[src/rtl/sdram_rd_pkg.sv]
package sdram_rd_pkg;

  localparam int MODE_W  = 9;
  localparam int BLC_LSB = 0;
  localparam int BT_BIT  = 3;
  localparam int CL_LSB  = 4;
  localparam int OP_LSB  = 7;

  typedef struct packed {
    logic [1:0] cl;
    logic       ilv;
    logic [1:0] bl_lg;
  } cfg_t;

  localparam cfg_t CFG_RST = '{cl: 2'd3, ilv: 1'b0, bl_lg: 2'd0};

  function automatic logic mode_legal(input logic [MODE_W-1:0] w);
    logic [2:0] blc;
    logic [2:0] clc;
    logic [1:0] op;
    blc = w[BLC_LSB +: 3];
    clc = w[CL_LSB +: 3];
    op  = w[OP_LSB +: 2];
    return (blc <= 3'd3) && ((clc == 3'd2) || (clc == 3'd3)) && (op == 2'b00);
  endfunction

  function automatic cfg_t mode_cfg(input logic [MODE_W-1:0] w);
    cfg_t c;
    c.cl    = w[CL_LSB +: 2];
    c.ilv   = w[BT_BIT];
    c.bl_lg = w[BLC_LSB +: 2];
    return c;
  endfunction

endpackage

[src/rtl/sdram_mode_reg.sv]
module sdram_mode_reg
  import sdram_rd_pkg::*;
(
  input  logic              clk,
  input  logic              rst,
  input  logic              load,
  input  logic [MODE_W-1:0] word,
  output cfg_t              cfg,
  output logic              err
);

  logic legal;
  assign legal = mode_legal(word);

  always_ff @(posedge clk) begin
    if (rst) begin
      cfg <= CFG_RST;
      err <= 1'b0;
    end else if (load) begin
      err <= !legal;
      if (legal) cfg <= mode_cfg(word);
    end
  end


  reserved_keep_chk: assert property (@(posedge clk) disable iff (rst)
    (load && !legal) |=> ($stable(cfg) && err));


  cl_range_chk: assert property (@(posedge clk) disable iff (rst)
    (cfg.cl == 2'd2) || (cfg.cl == 2'd3));

endmodule

[src/rtl/sdram_lat_pipe.sv]
module sdram_lat_pipe
  import sdram_rd_pkg::*;
#(
  parameter int COL_W  = 8,
  parameter int MAX_CL = 3
) (
  input  logic             clk,
  input  logic             rst,
  input  logic             rd_cmd,
  input  logic [COL_W-1:0] rd_col,
  input  cfg_t             cfg,
  output logic             head_v_q,
  output logic             head_v_d,
  output logic [COL_W-1:0] head_col,
  output logic [1:0]       head_bl_lg,
  output logic             head_ilv
);

  logic             v_q   [MAX_CL];
  logic             v_d   [MAX_CL];
  logic [COL_W-1:0] col_q [MAX_CL];
  logic [COL_W-1:0] col_d [MAX_CL];
  logic [1:0]       bl_q  [MAX_CL];
  logic [1:0]       bl_d  [MAX_CL];
  logic             ilv_q [MAX_CL];
  logic             ilv_d [MAX_CL];

  int slot;
  assign slot = int'(cfg.cl) - 1;

  always_comb begin
    for (int k = 0; k < MAX_CL; k++) begin
      if (rd_cmd && (slot == k)) begin
        v_d[k]   = 1'b1;
        col_d[k] = rd_col;
        bl_d[k]  = cfg.bl_lg;
        ilv_d[k] = cfg.ilv;
      end else if (k < MAX_CL - 1) begin
        v_d[k]   = v_q[k+1];
        col_d[k] = col_q[k+1];
        bl_d[k]  = bl_q[k+1];
        ilv_d[k] = ilv_q[k+1];
      end else begin
        v_d[k]   = 1'b0;
        col_d[k] = '0;
        bl_d[k]  = '0;
        ilv_d[k] = 1'b0;
      end
    end
  end

  always_ff @(posedge clk) begin
    for (int k = 0; k < MAX_CL; k++) begin
      if (rst) begin
        v_q[k]   <= 1'b0;
        col_q[k] <= '0;
        bl_q[k]  <= '0;
        ilv_q[k] <= 1'b0;
      end else begin
        v_q[k]   <= v_d[k];
        col_q[k] <= col_d[k];
        bl_q[k]  <= bl_d[k];
        ilv_q[k] <= ilv_d[k];
      end
    end
  end

  assign head_v_q   = v_q[0];
  assign head_v_d   = v_d[0];
  assign head_col   = col_q[0];
  assign head_bl_lg = bl_q[0];
  assign head_ilv   = ilv_q[0];

  for (genvar k = 1; k < MAX_CL; k++) begin : g_slot_chk

    slot_load_chk: assert property (@(posedge clk) disable iff (rst)
      (rd_cmd && (int'(cfg.cl) == k + 1)) |=> v_q[k]);
  end

endmodule

[src/rtl/sdram_burst_gen.sv]
module sdram_burst_gen #(
  parameter int COL_W     = 8,
  parameter int MAX_BL_LG = 3
) (
  input  logic               clk,
  input  logic               rst,
  input  logic               head_v_q,
  input  logic               head_v_d,
  input  logic [COL_W-1:0]   head_col,
  input  logic [1:0]         head_bl_lg,
  input  logic               head_ilv,
  output logic [2*COL_W-1:0] dq_out,
  output logic               dq_valid,
  output logic               dq_oe
);

  localparam int DATA_W = 2 * COL_W;
  localparam int CNT_W  = MAX_BL_LG;

  logic [COL_W-1:0] base_q, base_d;
  logic [1:0]       bl_q, bl_d;
  logic             ilv_q, ilv_d;
  logic [CNT_W-1:0] idx_q, idx_d, rem_q, rem_d;
  logic [COL_W-1:0] col_d;
  logic             valid_d, oe_d;
  logic [DATA_W-1:0] data_d;

  function automatic logic [COL_W-1:0] burst_col(
    input logic [COL_W-1:0] base, input logic [CNT_W-1:0] idx,
    input logic [1:0] bl_lg, input logic ilv);
    logic [COL_W-1:0] mask, off, low;
    mask = COL_W'((32'd1 << bl_lg) - 32'd1);
    off  = COL_W'(idx);
    low  = ilv ? (base ^ off) : (base + off);
    return (base & ~mask) | (low & mask);
  endfunction

  always_comb begin
    base_d  = base_q;
    bl_d    = bl_q;
    ilv_d   = ilv_q;
    idx_d   = idx_q;
    rem_d   = '0;
    valid_d = 1'b0;
    col_d   = '0;
    if (head_v_q) begin
      base_d  = head_col;
      bl_d    = head_bl_lg;
      ilv_d   = head_ilv;
      idx_d   = '0;
      rem_d   = CNT_W'((32'd1 << head_bl_lg) - 32'd1);
      valid_d = 1'b1;
      col_d   = burst_col(head_col, '0, head_bl_lg, head_ilv);
    end else if (rem_q != '0) begin
      idx_d   = idx_q + 1'b1;
      rem_d   = rem_q - 1'b1;
      valid_d = 1'b1;
      col_d   = burst_col(base_q, idx_q + 1'b1, bl_q, ilv_q);
    end
    data_d = valid_d ? {~col_d, col_d} : '0;
    oe_d   = valid_d | head_v_d | (rem_d != '0);
  end

  always_ff @(posedge clk) begin
    if (rst) begin
      base_q   <= '0;
      bl_q     <= '0;
      ilv_q    <= 1'b0;
      idx_q    <= '0;
      rem_q    <= '0;
      dq_out   <= '0;
      dq_valid <= 1'b0;
      dq_oe    <= 1'b0;
    end else begin
      base_q   <= base_d;
      bl_q     <= bl_d;
      ilv_q    <= ilv_d;
      idx_q    <= idx_d;
      rem_q    <= rem_d;
      dq_out   <= data_d;
      dq_valid <= valid_d;
      dq_oe    <= oe_d;
    end
  end


  oe_lead_chk: assert property (@(posedge clk) disable iff (rst)
    $rose(dq_valid) |-> $past(dq_oe));


  head_issue_chk: assert property (@(posedge clk) disable iff (rst)
    head_v_q |=> dq_valid);


  burst_run_chk: assert property (@(posedge clk) disable iff (rst)
    (rem_q != '0) |=> (dq_valid && dq_oe));


  idle_bus_chk: assert property (@(posedge clk) disable iff (rst)
    !dq_valid |-> (dq_out == '0));

endmodule

[src/rtl/sdram_wr_window.sv]
module sdram_wr_window #(
  parameter int MAX_BL_LG = 3
) (
  input  logic       clk,
  input  logic       rst,
  input  logic       wr_cmd,
  input  logic [1:0] bl_lg,
  output logic       wr_burst
);

  localparam int CNT_W = MAX_BL_LG;

  logic [CNT_W-1:0] rem_q;

  always_ff @(posedge clk) begin
    if (rst) begin
      rem_q    <= '0;
      wr_burst <= 1'b0;
    end else if (wr_cmd) begin
      rem_q    <= CNT_W'((32'd1 << bl_lg) - 32'd1);
      wr_burst <= 1'b1;
    end else if (rem_q != '0) begin
      rem_q    <= rem_q - 1'b1;
      wr_burst <= 1'b1;
    end else begin
      wr_burst <= 1'b0;
    end
  end


  wr_start_chk: assert property (@(posedge clk) disable iff (rst)
    wr_cmd |=> wr_burst);

endmodule

[src/rtl/sdram_rd_pipe.sv]
module sdram_rd_pipe
  import sdram_rd_pkg::*;
#(
  parameter int COL_W  = 8,
  parameter int MAX_CL = 3
) (
  input  logic               clk,
  input  logic               rst,
  input  logic               mode_load,
  input  logic [8:0]         mode_word,
  input  logic               rd_cmd,
  input  logic [COL_W-1:0]   rd_col,
  input  logic               wr_cmd,
  output logic [2*COL_W-1:0] dq_out,
  output logic               dq_oe,
  output logic               dq_valid,
  output logic               wr_burst,
  output logic [1:0]         cas_lat,
  output logic [3:0]         burst_len,
  output logic               mode_err
);

  localparam int MAX_BL_LG = 3;

  cfg_t             cfg;
  logic             head_v_q, head_v_d, head_ilv;
  logic [COL_W-1:0] head_col;
  logic [1:0]       head_bl_lg;

  sdram_mode_reg u_mode (
    .clk  (clk),
    .rst  (rst),
    .load (mode_load),
    .word (mode_word),
    .cfg  (cfg),
    .err  (mode_err)
  );

  sdram_lat_pipe #(.COL_W(COL_W), .MAX_CL(MAX_CL)) u_pipe (
    .clk        (clk),
    .rst        (rst),
    .rd_cmd     (rd_cmd),
    .rd_col     (rd_col),
    .cfg        (cfg),
    .head_v_q   (head_v_q),
    .head_v_d   (head_v_d),
    .head_col   (head_col),
    .head_bl_lg (head_bl_lg),
    .head_ilv   (head_ilv)
  );

  sdram_burst_gen #(.COL_W(COL_W), .MAX_BL_LG(MAX_BL_LG)) u_burst (
    .clk        (clk),
    .rst        (rst),
    .head_v_q   (head_v_q),
    .head_v_d   (head_v_d),
    .head_col   (head_col),
    .head_bl_lg (head_bl_lg),
    .head_ilv   (head_ilv),
    .dq_out     (dq_out),
    .dq_valid   (dq_valid),
    .dq_oe      (dq_oe)
  );

  sdram_wr_window #(.MAX_BL_LG(MAX_BL_LG)) u_wr (
    .clk      (clk),
    .rst      (rst),
    .wr_cmd   (wr_cmd),
    .bl_lg    (cfg.bl_lg),
    .wr_burst (wr_burst)
  );

  assign cas_lat   = cfg.cl;
  assign burst_len = 4'(4'd1 << cfg.bl_lg);

endmodule

[config.mk]
export PLATFORM = sky130hd
export DESIGN_NAME = sdram_rd_pipe
export DESIGN_NICKNAME = d
export VERILOG_FILES = /design/src/rtl/sdram_rd_pkg.sv /design/src/rtl/sdram_mode_reg.sv /design/src/rtl/sdram_lat_pipe.sv /design/src/rtl/sdram_burst_gen.sv /design/src/rtl/sdram_wr_window.sv /design/src/rtl/sdram_rd_pipe.sv
export SDC_FILE = /design/constraint.sdc
export NUM_CORES = 1
export LEC_CHECK = 0
export ABC_AREA = 1
export ABC_CLOCK_PERIOD_IN_PS = 2700
export BUFFER_PORTS_ARGS = -buffer_cell sky130_fd_sc_hd__buf_2
export CAP_MARGIN = 10
export CELL_PAD_IN_SITES_DETAIL_PLACEMENT = 0
export CELL_PAD_IN_SITES_GLOBAL_PLACEMENT = 2
export CORE_AREA = 2 2 101 103
export CTS_CLUSTER_DIAMETER = 100
export DETAILED_ROUTE_END_ITERATION = 7
export DIE_AREA = 0 0 103 105
export PLACE_DENSITY_LB_ADDON = 0.3
export SLEW_MARGIN = 0
export SYNTH_ARGS = -nofsm -noshare
export SYNTH_HDL_FRONTEND = slang
export SYNTH_HIERARCHICAL = 1
export SYNTH_SLANG_ARGS = --single-unit
export TNS_END_PERCENT = 5
[constraint.sdc]
create_clock -name clk -period 2.7 [get_ports clk]
set_input_delay 0.135 -clock clk [delete_from_list [all_inputs] [get_ports clk]]
set_output_delay 0.135 -clock clk [all_outputs]
set_load 0.03 [all_outputs]
==> run summary <==
==========================================================================================
Category of cells accounting for the largest share of critical-path delay ...  adder cells
Initial antenna violation count .............................................            0
Post-Synth Simple-Gate Area .................................................        27.0%
Fraction of layout cells with a size suffix above 1 .........................        18.4%
Number of failing setup endpoints in the final timing report ................            0
Transition time of the tightest slew-check pin ..............................       616 ps
Die area ....................................................................   10,800 µm²
Pleak .......................................................................      1.96 nW
Post-Synth Adder-Cell Area ..................................................        4.03%
Post-DR wirelength/cell .....................................................      10.5 µm
Endpoint arrival time on the critical path ..................................      2040 ps
Mux share of post-synthesis cell area .......................................           0%
Number of synthesis warnings ................................................            6
Cell repeated most along the worst path .....................................      nand2_1
Clock tree skew after final layout ..........................................      6.02 ps
Critical path buffer and inverter count .....................................            2
Syn-to-layout area delta ....................................................        17.6%
Start point of the worst hold path ..........................................    rd_col[0]
DR iter-0 viols .............................................................           60
Chain of cells forming the critical path .................................... ha_1 > inv_1 > fa_1 > inv_1 > nand3_1 > nand2_1 > nand2_1 > nand2_1 > nand3_1 > nand2_1 > nor2_1
Number of diodes ............................................................            0
Critical path endpoint category .............................................    flip-flop
RePlAce Congestion ..........................................................        0.705
Headroom to the max-slew limit ..............................................        58.8%
Nature of the critical path startpoint ......................................    flip-flop
Flop2flop setup slack .......................................................       900 ps
Worst setup path category ................................................... flip-flop to flip-flop
CTS H-tree depth ............................................................            3
RSZ-0062 raised after global routing ........................................           no
Wire length of the first global-routing pass ................................    11,300 µm
Estimated wirelength of the detail-placed design ............................      4520 µm
Final clock period utilization by the worst path ............................        66.8%
DRT Wirelength ..............................................................      6550 µm
Hold depth ..................................................................            3
CTS tree ....................................................................         done
Std-Cell Core Area ..........................................................     9640 µm²
Compound-Gate Fraction of Synth Area ........................................        7.60%
Post-layout nets ............................................................          517
Vertical extent of the die ..................................................       105 µm
Largest net degree at the start of global routing ...........................           25
Placement-stage worst setup slack ...........................................       899 ps
Worst vdd ir ................................................................       253 µV
Critical R2R Launch ......................................................... u_burst/idx_q[0]$_SDFFE_PP0N_
Synth Area in XOR/XNOR ......................................................       0.266%
Number of maximum-capacitance violations ....................................            0
Outcome ..................................................................... complete, no violations
Number of max-slew violations in the final report ...........................            0
Upper clock frequency limit .................................................      554 MHz
Total of buffers placed on input and output ports ...........................           47
Hold Path Class ............................................................. input pin to flip-flop
Largest fanout of any net on the critical path ..............................            4
Global route total overflow .................................................            0
Number of rows created at floorplan .........................................           36
Slowest cell on crit path ...................................................         fa_1
Main flop type after synthesis ..............................................      dfxtp_1
Final WS setup ..............................................................       896 ps
Antenna-violating nets left .................................................            0
Die W .......................................................................       103 µm
R2r worst-path depth ........................................................           11
Via count of the first global-routing pass ..................................        2,440
Via-to-Cell Ratio ...........................................................         4.17
Sink count of the clock tree ................................................           81
Hold Crit Endpoint .......................................................... u_pipe/col_q[2][0]$_SDFF_PP0_
Shortest period the worst path allows .......................................      1800 ps
Root Buffer Master ..........................................................     clkbuf_8
TNS Setup ...................................................................         0 ps
Commonest non-fill, non-tap cell in the layout ..............................       nor2_1
Largest family of logic cells by synthesized area ........................... simple AND/OR/NAND/NOR gates
Max Root-Sink Buffers .......................................................            2
Crit path largest cell delay ................................................       400 ps
Distinct cell type count after synthesis ....................................           36
Sequential-to-total area share from yosys stat ..............................        49.2%
Number of vias after detailed routing .......................................        2,598
TritonRoute pass-1 iters ....................................................            6
Endpoint of the lowest-slack register-to-register path ...................... u_burst/dq_out[12]$_SDFF_PP0_
Number of I/O pins ..........................................................           48
Number of synthesized register bits .........................................           81
Cells after Synth ...........................................................          437
Per-instance average area after synthesis ...................................     7.54 µm²
Share of flip-flops with an asynchronous set or reset after synthesis .......           0%
Hold Vio Cnt, Final .........................................................            0
Clock edge transition at the registers on the reported setup and hold paths .        80 ps
Top library cells by usage in the layout, fill and taps aside ............... nor2_1, nand2_1, dfxtp_1
Net count after synthesis ...................................................          469
Initial core utilization ....................................................        34.2%
Remaining DRCs ..............................................................            0
Number of synthesized flops with an enable pin ..............................            0
PwrDens .....................................................................   634 nW/µm²
Combined area of all synthesized cells ......................................     3290 µm²
GR Util All Layers ..........................................................        13.2%
Number of buffers added by the clock tree synthesis step ....................            9
Required time of the critical path ..........................................      2940 ps
Insertion delay to the later sink of the worst-skew pair ....................       350 ps
==========================================================================================
-- repair_timing --
item | CTS | global route
endpoints found under the hold margin | 1 | 0
gates resized for setup | 0 | 0
hold buffers | 1 | 0
setup buffers | 0 | 0
endpoints found under the setup margin | 0 | 0
-- final cells by class --
type / count / area, µm²
timing repair buffer: 50 / 260
clock buffer: 9 / 124
tap: 133 / 166
multi-input combinational: 264 / 1280
fill: 1060 / 5770
sequential: 81 / 1620
inverter: 79 / 300
clock inverter: 7 / 119
-- synth_stat cells (all sizes together), types with 2 or more instances --
library cell | n | share of area (%)
nor3 | 2 | 0.30
or2 | 2 | 0.38
nand3 | 13 | 2.8
o22ai | 5 | 0.95
nand2 | 95 | 11
a21oi | 21 | 3.6
ha | 9 | 3.4
buf | 12 | 2.7
dfxtp | 81 | 49
nor2 | 96 | 11
o21ai | 11 | 2.1
inv | 78 | 9.0
nand4 | 3 | 0.57
-- sequential cells by signal (all words and copies together) (netlist names), 2 cells and up --
name / count
u_pipe/bl_q: 6
u_pipe/ilv_q: 3
u_pipe/v_q: 3
u_mode/cfg: 5
u_wr/rem_q: 3
u_burst/base_q: 8
u_burst/bl_q: 2
u_burst/dq_out: 16
u_burst/rem_q: 3
u_burst/idx_q: 3
u_pipe/col_q: 24
-- worst register-to-register path, delay by kind of cell (launching register included) --
kind	cells	cell delay [ps]
simple gates	7	510
buf+inv	2	160
fa+ha+maj	2	700
flops	1	330
-- kinds of logic (layout without fill, tap and decap cells) --
kind of cell / after synthesis / after routing
AO/OA/AOI/OAI: 41 / 41
XOR/XNOR: 1 / 1
adder cells (fa/ha/maj): 10 / 10
buffers and inverters: 92 / 145
flip-flops: 81 / 81
AND/OR/NAND/NOR: 212 / 212
-- layer usage --
metal / global-route usage (%) / vias up / share of wire [%]
met1: 17.1 / 1148 / 48
met5: 0 / - / 0
met4: 3.20 / 0 / 1.1
li1: - / 1407 / -
met3: 4.55 / 6 / 3.7
met2: 21.1 / 37 / 47
-- power by group --
part / internal (mW) / switching (mW) / total [mW]
clock: 0.614 / 0.447 / 1.06
sequential: 1.22 / 0.0141 / 1.24
combinational: 0.0520 / 0.103 / 0.155
total: 1.89 / 0.564 / 2.45
-- per-stage QoR --
stage / instances / cell area, µm² / hold slack (ps) / util, % / total power, mW
2_1_floorplan: 437 / 3290 / 202 / - / 1.37
3_5_place_dp: 606 / 3620 / 377 / 37.5 / 1.42
5_1_grt: 623 / 3870 / 12.4 / 40.2 / 2.56
4_1_cts: 623 / 3870 / 5.06 / 40.2 / 2.49
3_3_place_gp: 606 / 3620 / 364 / 37.5 / 1.42
6_report: 623 / 3870 / 17.2 / 40.2 / 2.45
-- how the worst max path moves through the flow --
stage	to	startpoint	depth (start not counted)	slack, ps
5_1_grt	u_burst/dq_out[12]$_SDFF_PP0_	u_burst/idx_q[0]$_SDFFE_PP0N_	11	700
3_5_place_dp	u_burst/dq_out[12]$_SDFF_PP0_	u_burst/idx_q[0]$_SDFFE_PP0N_	11	900
6_report	u_burst/dq_out[12]$_SDFF_PP0_	u_burst/idx_q[0]$_SDFFE_PP0N_	11	900
4_1_cts	u_burst/dq_out[12]$_SDFF_PP0_	u_burst/idx_q[0]$_SDFFE_PP0N_	11	880
3_3_place_gp	u_burst/dq_out[12]$_SDFF_PP0_	u_burst/idx_q[0]$_SDFFE_PP0N_	11	920
2_1_floorplan	u_burst/dq_out[14]$_SDFF_PP0_	u_burst/idx_q[0]$_SDFFE_PP0N_	11	1060
Power figures use the tool's default switching activity.
